File: src/rtl/rtc_regfile_pkg.sv
`timescale 1ns/1ps
// Shared register indices, fixed control values, calendar record and
// month-length helper for the calendar clock register file.
package rtc_regfile_pkg;

    localparam logic [7:0] IDX_SEC  = 8'h00;
    localparam logic [7:0] IDX_MIN  = 8'h02;
    localparam logic [7:0] IDX_HOUR = 8'h04;
    localparam logic [7:0] IDX_DOW  = 8'h06;
    localparam logic [7:0] IDX_DOM  = 8'h07;
    localparam logic [7:0] IDX_MON  = 8'h08;
    localparam logic [7:0] IDX_YEAR = 8'h09;
    localparam logic [7:0] IDX_CTLA = 8'h0A;
    localparam logic [7:0] IDX_CTLB = 8'h0B;
    localparam logic [7:0] IDX_CTLC = 8'h0C;

    localparam logic [6:0] CTLA_LOW   = 7'h26;
    localparam logic [7:0] CTLB_VALUE = 8'h46;
    localparam logic [7:0] CTLC_VALUE = 8'h00;

    typedef struct packed {
        logic [5:0] sec;
        logic [5:0] min;
        logic [4:0] hour;
        logic [2:0] dow;
        logic [4:0] dom;
        logic [3:0] mon;
        logic [7:0] year;   // years since 1900
    } cal_t;

    // Leap test over the 8-bit year range: 1900 and 2100 are not leap years.
    function automatic logic is_leap(input logic [7:0] y);
        return (y[1:0] == 2'b00) && (y != 8'd0) && (y != 8'd200);
    endfunction

    // Number of days in month m (1..12) of year y.
    function automatic logic [4:0] month_days(input logic [3:0] m, input logic [7:0] y);
        case (m)
            4'd2:                      return is_leap(y) ? 5'd29 : 5'd28;
            4'd4, 4'd6, 4'd9, 4'd11:   return 5'd30;
            default:                   return 5'd31;
        endcase
    endfunction

endpackage

File: src/rtl/rtc_calendar.sv
`timescale 1ns/1ps
// Calendar counters. Loads the preset record while load is high (load wins
// over tick), otherwise advances one second per tick with full carry through
// minutes, hours, days, months and years.
// Assumes preset values are in range (dom within the month, mon 1..12).
module rtc_calendar
    import rtc_regfile_pkg::*;
#(
    parameter int RESET_YEAR = 70,
    parameter int RESET_DOW  = 4
) (
    input  logic clk,
    input  logic rst_n,
    input  logic tick,
    input  logic load,
    input  cal_t preset,
    output cal_t now
);

    localparam logic [7:0] RST_YEAR8 = 8'(RESET_YEAR);
    localparam logic [2:0] RST_DOW3  = 3'(RESET_DOW);

    cal_t       nxt;
    logic [4:0] last_day;

    // Next-state calendar: preset, one-second advance, or hold.
    always_comb begin
        nxt      = now;
        last_day = month_days(now.mon, now.year);
        if (load) begin
            nxt = preset;
        end else if (tick) begin
            if (now.sec != 6'd59) begin
                nxt.sec = now.sec + 6'd1;
            end else begin
                nxt.sec = 6'd0;
                if (now.min != 6'd59) begin
                    nxt.min = now.min + 6'd1;
                end else begin
                    nxt.min = 6'd0;
                    if (now.hour != 5'd23) begin
                        nxt.hour = now.hour + 5'd1;
                    end else begin
                        nxt.hour = 5'd0;
                        nxt.dow  = (now.dow >= 3'd6) ? 3'd0 : now.dow + 3'd1;
                        if (now.dom < last_day) begin
                            nxt.dom = now.dom + 5'd1;
                        end else begin
                            nxt.dom = 5'd1;
                            if (now.mon >= 4'd12) begin
                                nxt.mon  = 4'd1;
                                nxt.year = now.year + 8'd1;
                            end else begin
                                nxt.mon = now.mon + 4'd1;
                            end
                        end
                    end
                end
            end
        end
    end

    // Calendar state register with reset to the default date.
    always_ff @(posedge clk) begin
        if (!rst_n) begin
            now <= '{sec: 6'd0, min: 6'd0, hour: 5'd0, dow: RST_DOW3,
                     dom: 5'd1, mon: 4'd1, year: RST_YEAR8};
        end else begin
            now <= nxt;
        end
    end

    AST_LOAD_WINS: assert property (@(posedge clk) disable iff (!rst_n)
        load |=> now == $past(preset));
    AST_SEC_WRAP: assert property (@(posedge clk) disable iff (!rst_n)
        (tick && !load && now.sec == 6'd59) |=> now.sec == 6'd0);
    AST_IDLE_HOLD: assert property (@(posedge clk) disable iff (!rst_n)
        (!tick && !load) |=> $stable(now));
    AST_DATE_RANGE: assert property (@(posedge clk) disable iff (!rst_n)
        now.mon >= 4'd1 && now.mon <= 4'd12 && now.dom >= 5'd1);

endmodule

File: src/rtl/rtc_periodic.sv
`timescale 1ns/1ps
// Periodic interrupt generator: a free-running counter that emits a
// one-cycle pulse every PERIOD_CYCLES cycles and restarts on the pulse.
// Assumes PERIOD_CYCLES >= 2.
module rtc_periodic #(
    parameter int PERIOD_CYCLES = 1024
) (
    input  logic clk,
    input  logic rst_n,
    output logic irq
);

    localparam int CNT_W = (PERIOD_CYCLES > 2) ? $clog2(PERIOD_CYCLES) : 1;
    localparam logic [CNT_W-1:0] LAST = CNT_W'(PERIOD_CYCLES - 1);

    logic [CNT_W-1:0] cnt;

    // Interval counter and registered pulse.
    always_ff @(posedge clk) begin
        if (!rst_n) begin
            cnt <= '0;
            irq <= 1'b0;
        end else begin
            cnt <= (cnt == LAST) ? '0 : cnt + 1'b1;
            irq <= (cnt == LAST);
        end
    end

    AST_PULSE_WIDTH: assert property (@(posedge clk) disable iff (!rst_n)
        irq |=> !irq);
    AST_RESTART: assert property (@(posedge clk) disable iff (!rst_n)
        irq |-> cnt == '0);

endmodule

File: src/rtl/rtc_access.sv
`timescale 1ns/1ps
// Index/data access port: holds the selected index, returns the selected
// register one cycle after a read strobe, flips the update flag on reads of
// control register A and flags unsupported accesses.
// Assumes idx_wr and data_rd are not asserted in the same cycle.
module rtc_access
    import rtc_regfile_pkg::*;
#(
    parameter int YEAR_BIAS = 52
) (
    input  logic       clk,
    input  logic       rst_n,
    input  logic       idx_wr,
    input  logic [7:0] idx_wdata,
    input  logic       data_rd,
    input  logic       data_wr,
    input  cal_t       now,
    output logic [7:0] rd_data,
    output logic       rd_valid,
    output logic       err
);

    localparam logic [7:0] BIAS8 = 8'(YEAR_BIAS);

    logic [7:0] idx;
    logic       uip;
    logic [7:0] sel_data;
    logic       sel_ok;
    logic       read_a;

    // Decode the held index into read data and a supported flag.
    always_comb begin
        sel_ok   = 1'b1;
        sel_data = 8'h00;
        case (idx)
            IDX_SEC:  sel_data = {2'b00, now.sec};
            IDX_MIN:  sel_data = {2'b00, now.min};
            IDX_HOUR: sel_data = {3'b000, now.hour};
            IDX_DOW:  sel_data = {5'b00000, now.dow};
            IDX_DOM:  sel_data = {3'b000, now.dom};
            IDX_MON:  sel_data = {4'b0000, now.mon};
            IDX_YEAR: sel_data = now.year - BIAS8;
            IDX_CTLA: sel_data = {uip, CTLA_LOW};
            IDX_CTLB: sel_data = CTLB_VALUE;
            IDX_CTLC: sel_data = CTLC_VALUE;
            default:  sel_ok   = 1'b0;
        endcase
    end

    assign read_a = data_rd && (idx == IDX_CTLA);

    // Index register, update flag, read result and error pulse.
    always_ff @(posedge clk) begin
        if (!rst_n) begin
            idx      <= 8'h00;
            uip      <= 1'b1;
            rd_data  <= 8'h00;
            rd_valid <= 1'b0;
            err      <= 1'b0;
        end else begin
            if (idx_wr) idx <= idx_wdata;
            if (read_a) uip <= ~uip;
            if (data_rd) rd_data <= sel_ok ? sel_data : 8'h00;
            rd_valid <= data_rd;
            err      <= (data_rd && !sel_ok) || data_wr;
        end
    end

    AST_IDX_STORE: assert property (@(posedge clk) disable iff (!rst_n)
        idx_wr |=> idx == $past(idx_wdata));
    AST_UIP_FLIP: assert property (@(posedge clk) disable iff (!rst_n)
        read_a |=> uip != $past(uip));
    AST_UIP_HOLD: assert property (@(posedge clk) disable iff (!rst_n)
        !read_a |=> $stable(uip));
    AST_WRITE_FLAGS: assert property (@(posedge clk) disable iff (!rst_n)
        data_wr |=> err);
    AST_BAD_READ_ZERO: assert property (@(posedge clk) disable iff (!rst_n)
        (data_rd && !data_wr && !sel_ok) |=> (err && rd_valid && rd_data == 8'h00));

endmodule

File: src/rtl/rtc_regfile.sv
`timescale 1ns/1ps
// Calendar clock register file top: packs the preset pins into a calendar
// record and connects the calendar, the access port and the periodic
// interrupt generator.
// Assumes sec_tick and preset_load are single-cycle strobes from the same clock.
module rtc_regfile
    import rtc_regfile_pkg::*;
#(
    parameter int PERIOD_CYCLES = 1024,
    parameter int YEAR_BIAS     = 52,
    parameter int RESET_YEAR    = 70,
    parameter int RESET_DOW     = 4
) (
    input  logic       clk,
    input  logic       rst_n,
    input  logic       sec_tick,
    input  logic       preset_load,
    input  logic [5:0] preset_sec,
    input  logic [5:0] preset_min,
    input  logic [4:0] preset_hour,
    input  logic [2:0] preset_dow,
    input  logic [4:0] preset_dom,
    input  logic [3:0] preset_mon,
    input  logic [7:0] preset_year,
    input  logic       idx_wr,
    input  logic [7:0] idx_wdata,
    input  logic       data_rd,
    input  logic       data_wr,
    output logic [7:0] rd_data,
    output logic       rd_valid,
    output logic       access_err,
    output logic       periodic_irq
);

    cal_t preset;
    cal_t now;

    // Gather the preset pins into one record.
    always_comb begin
        preset = '{sec: preset_sec, min: preset_min, hour: preset_hour,
                   dow: preset_dow, dom: preset_dom, mon: preset_mon,
                   year: preset_year};
    end

    rtc_calendar #(
        .RESET_YEAR (RESET_YEAR),
        .RESET_DOW  (RESET_DOW)
    ) u_calendar (
        .clk    (clk),
        .rst_n  (rst_n),
        .tick   (sec_tick),
        .load   (preset_load),
        .preset (preset),
        .now    (now)
    );

    rtc_access #(
        .YEAR_BIAS (YEAR_BIAS)
    ) u_access (
        .clk       (clk),
        .rst_n     (rst_n),
        .idx_wr    (idx_wr),
        .idx_wdata (idx_wdata),
        .data_rd   (data_rd),
        .data_wr   (data_wr),
        .now       (now),
        .rd_data   (rd_data),
        .rd_valid  (rd_valid),
        .err       (access_err)
    );

    rtc_periodic #(
        .PERIOD_CYCLES (PERIOD_CYCLES)
    ) u_periodic (
        .clk   (clk),
        .rst_n (rst_n),
        .irq   (periodic_irq)
    );

endmodule

File: config.mk
export PLATFORM = sky130hd
export DESIGN_NAME = rtc_regfile
export DESIGN_NICKNAME = d
export VERILOG_FILES = /design/src/rtl/rtc_regfile_pkg.sv /design/src/rtl/rtc_calendar.sv /design/src/rtl/rtc_periodic.sv /design/src/rtl/rtc_access.sv /design/src/rtl/rtc_regfile.sv
export SDC_FILE = /design/constraint.sdc
export NUM_CORES = 1
export LEC_CHECK = 0
export BUFFER_PORTS_ARGS = -buffer_cell sky130_fd_sc_hd__buf_2
export CAP_MARGIN = 20
export CORE_MARGIN = 2
export CORE_UTILIZATION = 57
export DETAILED_ROUTE_END_ITERATION = 10
export PLACE_DENSITY = 0.86
export SLEW_MARGIN = 20
export SYNTH_ARGS = -nofsm -noshare
export SYNTH_HDL_FRONTEND = slang
export SYNTH_SLANG_ARGS = --single-unit
File: constraint.sdc
create_clock -name clk -period 3.3 [get_ports clk]
set_clock_uncertainty 0.05 [all_clocks]
set_input_delay 0.165 -clock clk [delete_from_list [all_inputs] [get_ports clk]]
set_output_delay 0.165 -clock clk [all_outputs]
set_load 0.1 [all_outputs]
# After elaboration in Yosys (flattened, before gate mapping)
# Cells that the tools add are included.
dict set report totals {
  ff_bits 67
  input_bits 52
  output_inout_bits 11
  wordCells 88
}
dict set report classes {
  add_sub_neg 9
  magnitude_cmp 3
  eq_ne 23
  muxes 18
  n_bitwise 2
  n_reduce_logical 19
}
# operator count
set op_table {}
lappend op_table {{$mux W37} 2}
lappend op_table {{$pmux W8 S9} 1}
lappend op_table {{$eq A8 B4 Y1 const B} 5}
lappend op_table {{$mux W31} 1}
lappend op_table {{$mux W25} 1}
lappend op_table {{$eq A8 B3 Y1 const B} 3}
lappend op_table {{$mux W20} 1}
lappend op_table {{$mux W8} 2}
lappend op_table {{$add A6 B1 Y6 const B} 2}
lappend op_table {{$mux W12} 1}
lappend op_table {{$mux W6} 2}
lappend op_table {{$ne A6 B6 Y1 const B} 2}
lappend op_table {{$add A10 B1 Y10 const B} 1}
lappend op_table {{$add A5 B1 Y5 const B} 2}
lappend op_table {{$eq A10 B10 Y1 const B} 1}
lappend op_table {{$mux W5} 2}
lappend op_table {{$pmux W5 S2} 1}
lappend op_table {{$reduce_or A10 Y1} 1}
lappend op_table {{$add A8 B1 Y8 const B} 1}
lappend op_table {{$eq A4 B3 Y1 const B} 2}
lappend op_table {{$eq A4 B4 Y1 const B} 2}
lappend op_table {{$eq A8 B2 Y1 const B} 1}
lappend op_table {{$logic_not A8 Y1} 1}
lappend op_table {{$ne A2 B2 Y1 const B} 4}
lappend op_table {{other kinds (26)} 32}

# Logic depth before layout (Yosys ltp)
# Gate-level depths: netlist of the first run.
dict set report logic_depth {
  word_depth 12
  mapped_depth 10
  ltp_nobuf 9
}

# Hierarchy
# A second synthesis of the first run with hierarchy kept.
dict set report unflattened {
  cells_unflattened 496
  area_unflattened_um2 4222.8
}
# module instances cells_per_inst area_each_um2 seq_area_each_um2
set by_module_without_submodules {}
lappend by_module_without_submodules {rtc_calendar 1 313 2573.7 740.7}
lappend by_module_without_submodules {rtc_access 1 131 1188.6 380.4}
lappend by_module_without_submodules {rtc_periodic 1 52 460.4 220.2}

# Worst setup path after synthesis of the first run
# No wires, ideal clock.
dict set report synth_path {
  path_type {flip-flop to flip-flop}
  startpoint {register u_calendar.now[8] (netlist name)}
  endpoint {register u_calendar.now[3] (netlist name)}
  setup_time_ns 0.087
  t_arrival_ns 2.227
  required_time_ns 3.163
  setup_slack_ns 0.936
  stages_incl_launch_ff 11
  n_path_buf 1
  period_less_slack_ns 2.364
  path_cell_list {dfxtp_1 -> inv_1 -> ha_1 -> nor3b_1 -> ha_1 -> o21ai_0 -> a31oi_1 -> o31ai_2 -> clkbuf_8 -> o211ai_1 -> o31ai_1}
}
dict set report synth_via {
  elab_chain_cells 6
  elab_cells_between_ends 12
  cone_classes {order compare: 2; eq/ne: 6; mux: 1; reduce/logical: 3}
}
# item line
set synth_rtl {}
lappend synth_rtl {{$eq A4 B3 Y1 / $eq A4 B4 Y1 (equally long branches)} rtc_regfile_pkg.sv:38} ;# case (m)
lappend synth_rtl {{$reduce_or A4 Y1} rtc_regfile_pkg.sv:38}
lappend synth_rtl {{$pmux W5 S2} rtc_regfile_pkg.sv:38}
lappend synth_rtl {{$lt A5 B5 Y1} rtc_calendar.sv:46} ;# if (now.dom < last_day) begin
lappend synth_rtl {{$ne A2 B2 Y1 (no line)} --}
lappend synth_rtl {{$reduce_and A6 Y1 (no line) (*)} --}
# Every way passes the cells marked *; elsewhere a longest branch is shown, timed or not.
# A chain may end at the register's enable or synchronous reset.

# Final worst setup path of the first run
dict set report layout_path {
  startpoint {register u_calendar.now[8] (netlist name)}
  endpoint {register u_calendar.now[4] (netlist name)}
}
dict set report layout_via {
  elab_chain_cells 6
  elab_cells_between_ends 12
  cone_classes {order compare: 2; eq/ne: 6; mux: 1; reduce/logical: 3}
}
# item line
set layout_rtl {}
lappend layout_rtl {{$eq A4 B3 Y1 / $eq A4 B4 Y1 (equally long branches)} rtc_regfile_pkg.sv:38}
lappend layout_rtl {{$reduce_or A4 Y1} rtc_regfile_pkg.sv:38}
lappend layout_rtl {{$pmux W5 S2} rtc_regfile_pkg.sv:38}
lappend layout_rtl {{$lt A5 B5 Y1} rtc_calendar.sv:46}
lappend layout_rtl {{$ne A2 B2 Y1 (no line)} --}
lappend layout_rtl {{$reduce_and A6 Y1 (no line) (*)} --}
# Marks and branches as above.

==> results_dict.tcl, run 1 <==
set metrics [dict create \
    ctsHoldBuffers 3 \
    drv_cap 0 \
    io_buffers 62 \
    finalSetupViolCount 0 \
    fin_hold_ws_ns 0.00881 \
    grt_pass1_wl_um 16600 \
    grt_use_met1_pct 35.8 \
    avgSynthCellArea_um2 8.08 \
    dieArea_um2 7690 \
    grt_use_met3_pct 4.52 \
    fmaxAchievable_mhz 371 \
    core-area_um2 6790 \
    crit_end "u_calendar.now[4]" \
    cts-resized-gates 0 \
    hold_class "in2reg" \
    fin_crit_sh_pct 81.7 \
    drive_gt1_share_pct 17.6 \
    syn-num-nets 563 \
    num_rows 30 \
    fin_nets 611 \
    crit_arrival_ns 2.89 \
    overflow 0 \
    pre_cts_ws_ns 0.684 \
    synthesis.area_um2 3990 \
    critical_path_buf_inv_count 2 \
    cp-end-kind "flop" \
    die_h_um 87.7 \
    htree_levels 3 \
    post-route-min-period_ns 2.70 \
    cts_root_buffer "clkbuf_8" \
    hpwl_um 6950 \
    path_clk_slew_ns 0.07 \
    yosysTopAreaCell "dfxtp_1" \
    cts_sinks 67 \
    status "completed" \
    drv_slew 0 \
    dr.pass1.iters 5 \
    layout_commonest_cell "dfxtp_1" \
    wl_per_cell_um 15.6 \
    relSlewSlack_pct 37.1 \
    worstPathMaxFanout 18 \
    synth_top_area_share_pct 33.6 \
    reg2reg_slack_ns 0.60 \
    hold_viol 0 \
    grt_pass1_vias 3583 \
    cts_setup_buffers 0 \
    leakagePower_nw 1.89 \
    power_mw 1.92 \
    slowest_delay_ns 0.45 \
    gp_congestion 0.884 \
    crit_path_start_kind "flop" \
    ys_ff_latch 67 \
    crit_family "compound AO/OA/AOI/OAI gates" \
    vias 3882 \
    die_w_um 87.7 \
    powerDensity_nw_per_um2 424 \
    crit_start "u_calendar.now[8]" \
    synth_ff_type "dfxtp_1" \
    nFillCells 597 \
    multi_input_area_um2 2420 \
    peakVddDrop_uv 243 \
    critical_path_required_ns 3.49 \
    crit_top_cell "ha_1" \
    io-pin-count 63 \
    r2r_start "u_calendar.now[8]" \
    grt_max_degree 69 \
    cts.path.max_buffers 2 \
    ff_latch_area_um2 1340 \
    grt_antenna_before_repair 0 \
    worstMarginPinSlew_ns 0.931 \
    initial_core_util_pct 58.7 \
    remaining_drc_errors 0 \
    synth_async_sr_flop_share_pct 0 \
    fin_area_um2 4520 \
    worstSetupPathDepth 10 \
    grt_use_total_pct 27.0 \
    place_area_um2 4280 \
    postRouteAntennaNets 0 \
    top_usage_layer "met2" \
    path_cells "inv_1, ha_1, nor3b_1, ha_1, o21ai_0, a31oi_1, o31ai_2, buf_4, or2_4, o31ai_1" \
    syn_to_final_growth_pct 13.3 \
    final_cell_mix "dfxtp_1, nor2_1, buf_2, nand2_1, o21ai_0" \
    cts_buffers 9 \
    drt_iter0_drc 386 \
    clock_latency_ns 0.34 \
    cts_tree "built" \
    final.setup.tns_ns 0 \
    yosysSeqAreaShare_pct 33.6 \
    rsz0062_at_grt "false" \
    yosys_warnings 0 \
    drt-total-wl_um 10000 \
    finalWorstSetupSlack_ns 0.605 \
    crit_slowest_cell "dfxtp_1" \
    vias_per_cell 6.04 \
    syn_inst 494 \
    diodes 0 \
    synth_edf_count 0 \
    netlist-cell-type-count 61 \
    criticalPathCategory "reg2reg" \
    ys_top_cells_by_area "dfxtp_1, nor2_1, ha_1, mux2i_1, nand2_1" \
    r2r-end "u_calendar.now[4]" \
    worst-r2r-cell-count 10 \
    use_met2_pct 44.4 \
]
==> power by group <==
part	leakage, nW	switching (mW)	total (mW)	internal (mW)
logic	1.24	0.173	0.290	0.117
clock network	0.106	0.323	0.716	0.393
registers	0.550	0.0618	0.909	0.848
total	1.89	0.559	1.92	1.36
==> sequential cells by signal (all words and copies together), names as in the netlist <==
register / cells
u_periodic.cnt: 10
u_access.rd_data: 8
u_access.idx: 8
u_access.uip: 1
u_periodic.irq: 1
u_access.err: 1
u_access.rd_valid: 1
u_calendar.now: 37
==> routing by layer <==
metal  share of wire, %  vias to the layer above  wire length (µm)
li1                   -                     1912                 -
met5                  0                        -                 0
met2                 46                      184              4620
met3                8.0                       26               805
met4                2.1                        0               207
met1                 44                     1760              4410
==> area by class of cell <==
class / count / share of cell area (%)
Inverter: 15 / 1.25
Sequential cell: 67 / 29.7
Tap cell: 96 / 2.66
Multi-Input combinational cell: 380 / 53.5
Timing Repair Buffer: 69 / 8.19
Clock buffer: 11 / 3.35
Clock inverter: 5 / 1.33
==> worst min-delay path, delay by kind of cell <==
kind / cells / cell delay, ns
mux: 1 / 0.05
buf+inv: 1 / 0.07
simple gates: 1 / 0.07
==> cell usage after synthesis (all sizes together), types with 3 or more instances <==
| master | count |
|---|---|
| buf | 9 |
| nand3 | 21 |
| o221ai | 3 |
| a211oi | 12 |
| xnor2 | 5 |
| ha | 17 |
| a31oi | 8 |
| dfxtp | 67 |
| o41ai | 4 |
| inv | 14 |
| o211ai | 6 |
| nor3b | 5 |
| nor3 | 23 |
| a32oi | 6 |
| and2 | 4 |
| xor2 | 8 |
| a22o | 7 |
| mux2i | 20 |
| o21ai | 29 |
| nor4 | 6 |
| a221oi | 5 |
| a21oi | 21 |
| o31ai | 7 |
| clkbuf | 23 |
| nor2 | 65 |
| nand2 | 41 |
| a22oi | 8 |
| and3 | 9 |
| nor2b | 11 |
| or2 | 3 |
| nand4 | 4 |
==> stage by stage <==
stage / std cells / util, %
5_1_grt: 643 / 66.5
4_1_cts: 643 / 66.5
2_1_floorplan: 494 / -
6_report: 643 / 66.5
3_3_place_gp: 624 / 63.0
3_5_place_dp: 624 / 63.0
==> how the worst min path moves through the flow <==
stage / startpoint / to / slack (ns) / cells after the start
2_1_floorplan: data_wr / u_access.err / 0.23 / 2
3_3_place_gp: data_wr / u_access.err / 0.32 / 3
3_5_place_dp: data_wr / u_access.err / 0.33 / 3
4_1_cts: idx_wdata[2] / u_access.idx[2] / 0.008 / 3
5_1_grt: idx_wdata[7] / u_access.idx[7] / 0.02 / 3
6_report: idx_wdata[6] / u_access.idx[6] / 0.009 / 3
==> logic make-up (layout without fill, tap and decap cells) <==
family | count (synthesis) | count (layout) | share of synthesized area, %
muxes | 22 | 22 | 5.58
adders and majority gates | 17 | 17 | 5.33
DFF | 67 | 67 | 33.6
xor gates and xnor gates | 13 | 13 | 2.85
buffers and inverters | 47 | 100 | 5.74
AOI/OAI and AO/OA | 131 | 131 | 23.1
and+or+nand+nor | 197 | 197 | 23.8
No activity file was read; power rests on OpenSTA's default activity.
==> run 2, diff against run 1 <==
--- a/config.mk
+++ b/config.mk
@@ -5,12 +5,13 @@
 export SDC_FILE = /design/constraint.sdc
 export NUM_CORES = 1
 export LEC_CHECK = 0
+export ABC_AREA = 1
 export BUFFER_PORTS_ARGS = -buffer_cell sky130_fd_sc_hd__buf_2
 export CAP_MARGIN = 20
 export CORE_MARGIN = 2
-export CORE_UTILIZATION = 57
+export CORE_UTILIZATION = 52
 export DETAILED_ROUTE_END_ITERATION = 10
-export PLACE_DENSITY = 0.86
+export PLACE_DENSITY = 0.83
 export SLEW_MARGIN = 20
 export SYNTH_ARGS = -nofsm -noshare
 export SYNTH_HDL_FRONTEND = slang
==> constraint.sdc (replaced) <==
create_clock -name clk -period 2.2 [get_ports clk]
set_clock_uncertainty 0.05 [all_clocks]
set_input_delay 0.11 -clock clk [delete_from_list [all_inputs] [get_ports clk]]
set_output_delay 0.11 -clock clk [all_outputs]
set_load 0.1 [all_outputs]
==> results_dict.tcl, run 2 <==
set metrics [dict create \
    worstPathMaxFanout 10 \
    layout_commonest_cell "nand2_1" \
    drive_gt1_share_pct 16.5 \
    drv_slew 0 \
    regMostFlops "u_calendar.now" \
    path_cells "inv_1, ha_1, nor3b_2, ha_1, nor3b_2, nand2_2, nand2_2, buf_4, nand2_1, nand2_1, nand3_1" \
    io_buffers 62 \
    synth_edf_count 0 \
    htree_levels 3 \
    remaining_drc_errors 0 \
    grt_pass1_wl_um 18200 \
    hold_path.startpoint "preset_dom[4]" \
    criticalPathCategory "reg2reg" \
    grt_use_total_pct 26.4 \
    yosys_warnings 0 \
    synth_top_area_share_pct 32.9 \
    post-route-min-period_ns 2.01 \
    initial_core_util_pct 53.3 \
    wl_per_cell_um 13.5 \
    cts_buffers 9 \
    status "complete, but fails checks" \
    io-pin-count 63 \
    cts_tree "built" \
    r2r-end "u_calendar.now[8]" \
    cts_root_buffer "clkbuf_8" \
    path_clk_slew_ns 0.08 \
    crit_path_start_kind "flop" \
    grt_max_degree 44 \
    die_h_um 92.6 \
    gp_congestion 0.915 \
    utilization_pct 63.9 \
    top_regs "u_calendar.now (37), u_periodic.cnt (10)" \
    drt_iter0_drc 345 \
    reg2reg_slack_ns 0.19 \
    crit_start "u_calendar.now[8]" \
    crit_slowest_cell "dfxtp_1" \
    critical_path_buf_inv_count 2 \
    core-area_um2 7650 \
    worst-r2r-cell-count 11 \
    relSlewSlack_pct 61.9 \
    syn_inst 611 \
    netlist-cell-type-count 38 \
    finalSetupViolCount 0 \
    overflow 0 \
    vias_per_cell 5.39 \
    leakagePower_nw 2.25 \
    whs_path_depth 3 \
    synth.most_common_cell "nand2_1" \
    synth_ff_type "dfxtp_1" \
    ys_top_cells_by_count "nand2_1, nand3_1, dfxtp_1, nor2_1" \
    num_rows 32 \
    cts_sinks 67 \
    peakVddDrop_uv 413 \
    r2r_start "u_calendar.now[8]" \
    fmaxAchievable_mhz 498 \
    diodes 0 \
    synthesis.area_um2 4080 \
    hold_path_end "u_calendar.now[16]" \
    clock_latency_ns 0.35 \
    powerDensity_nw_per_um2 581 \
    synth_async_sr_flop_share_pct 0 \
    syn-num-nets 680 \
    drt-total-wl_um 10800 \
    drv_cap 0 \
    yosysSeqAreaShare_pct 32.9 \
    cts_setup_buffers 0 \
    cp-end-kind "flop" \
    crit_family "simple AND/OR/NAND/NOR gates" \
    ys_ff_latch 67 \
    grt_antenna_before_repair 0 \
    fin_crit_sh_pct 91.3 \
    dr.pass1.iters 5 \
    final.setup.tns_ns 0 \
    hold_viol 1 \
    postRouteAntennaNets 0 \
    critical_path_required_ns 2.37 \
    die_w_um 92.6 \
    hpwl_um 7810 \
    worstMarginPinSlew_ns 0.568 \
    violations "hold timing" \
    slowest_delay_ns 0.34 \
    final_cell_mix "nand2_1, nand3_1, nor2_1, dfxtp_1, buf_2" \
    largest_reg_flops 37 \
    avgSynthCellArea_um2 6.68 \
    vias 4315 \
    dieArea_um2 8570 \
    crit_arrival_ns 2.18 \
    grt_pass1_vias 4112 \
    syn_to_final_growth_pct 19.8 \
    rsz0062_at_grt "false" \
    ys_top_cells_by_area "dfxtp_1, nand2_1, nand3_1, a21oi_1, o21ai_0" \
    hold_class "in2reg" \
    cts.path.max_buffers 2 \
    fin_nets 762 \
    fin_hold_ws_ns -0.000253 \
    yosysTopAreaCell "dfxtp_1" \
]
run 2: cell types whose count changed in the layout (fill, tap and decap cells not counted), sizes merged, moves of 11 or more:
cell | previous run | this run
a211oi | 12 | 1
a21oi | 21 | 52
dlygate4sd3 | 3 | 21
inv | 15 | 52
mux2i | 20 | 0
nand2 | 41 | 146
nand3 | 21 | 73
nor2b | 11 | 0
nor3 | 23 | 4
o21ai | 29 | 52
run 2: worst register-to-register path: stages, from the launching register on:
cell,delay [ns]
dfxtp_1,0.34
inv_1,0.07
ha_1,0.21
nor3b_2,0.16
ha_1,0.28
nor3b_2,0.19
nand2_2,0.12
nand2_2,0.11
buf_4,0.17
nand2_1,0.06
nand2_1,0.06
nand3_1,0.07
run 2: layout make-up:
class | instances | area [µm²]
clock buffer | 9 | 124
clock inverter | 7 | 75.1
fill | 676 | 2760
inverter | 52 | 195
multi-input combinational | 468 | 2410
sequential | 67 | 1340
tap | 102 | 128
timing repair buffer | 95 | 611
run 2: cell families after synthesis:
group	synth area share [%]
buffers and inverters	8.04
adder cells (fa/ha/maj)	5.21
flip-flops	32.9
XOR/XNOR	4.08
AO/OA/AOI/OAI	15.7
AND/OR/NAND/NOR	34.1
run 2: layer usage:
| layer | part of all wire [%] | global-route usage [%] | up-vias |
|---|---|---|---|
| li1 | - | - | 2181 |
| met1 | 42 | 31.8 | 1960 |
| met2 | 49 | 45.5 | 149 |
| met3 | 6.1 | 4.07 | 25 |
| met4 | 2.7 | 13.2 | 0 |
| met5 | 0 | 0 | - |
run 2: power by group:
| group | internal, mW | leakage, nW | total (mW) | switching, mW |
|---|---|---|---|---|
| sequential | 1.27 | 0.548 | 1.33 | 0.0593 |
| combinational | 0.175 | 1.61 | 0.469 | 0.294 |
| clock | 0.528 | 0.0923 | 1.05 | 0.517 |
| total | 1.97 | 2.25 | 2.84 | 0.870 |
run 2: through the flow:
| step | instances | power (mW) | instance area [µm²] | worst slack, ns |
|---|---|---|---|---|
| 3_5_place_dp | 763 | 1.79 | 4470 | 0.194 |
| 6_report | 800 | 2.84 | 4890 | 0.191 |
| 2_1_floorplan | 611 | 1.65 | 4080 | 0.248 |
| 3_3_place_gp | 763 | 1.77 | 4470 | 0.292 |
| 5_1_grt | 800 | 2.97 | 4890 | 0.0392 |
| 4_1_cts | 800 | 2.85 | 4880 | 0.169 |
run 2: repair_timing:
action / 4_1_cts / 5_1_grt
setup endpoints to repair: 0 / 8
gates resized for setup: 0 / 1
hold endpoints to repair: 20 / 0
hold buffers: 21 / 0
run 2: how the worst max path moves through the flow:
stage,slack (ns),to,cells after the start
after floorplan,0.25,u_calendar.now[8],11
after global placement,0.29,u_calendar.now[8],11
after detailed placement,0.19,u_calendar.now[7],11
after CTS,0.17,u_calendar.now[8],11
after global routing,0.04,u_calendar.now[3],11
final,0.19,u_calendar.now[8],11
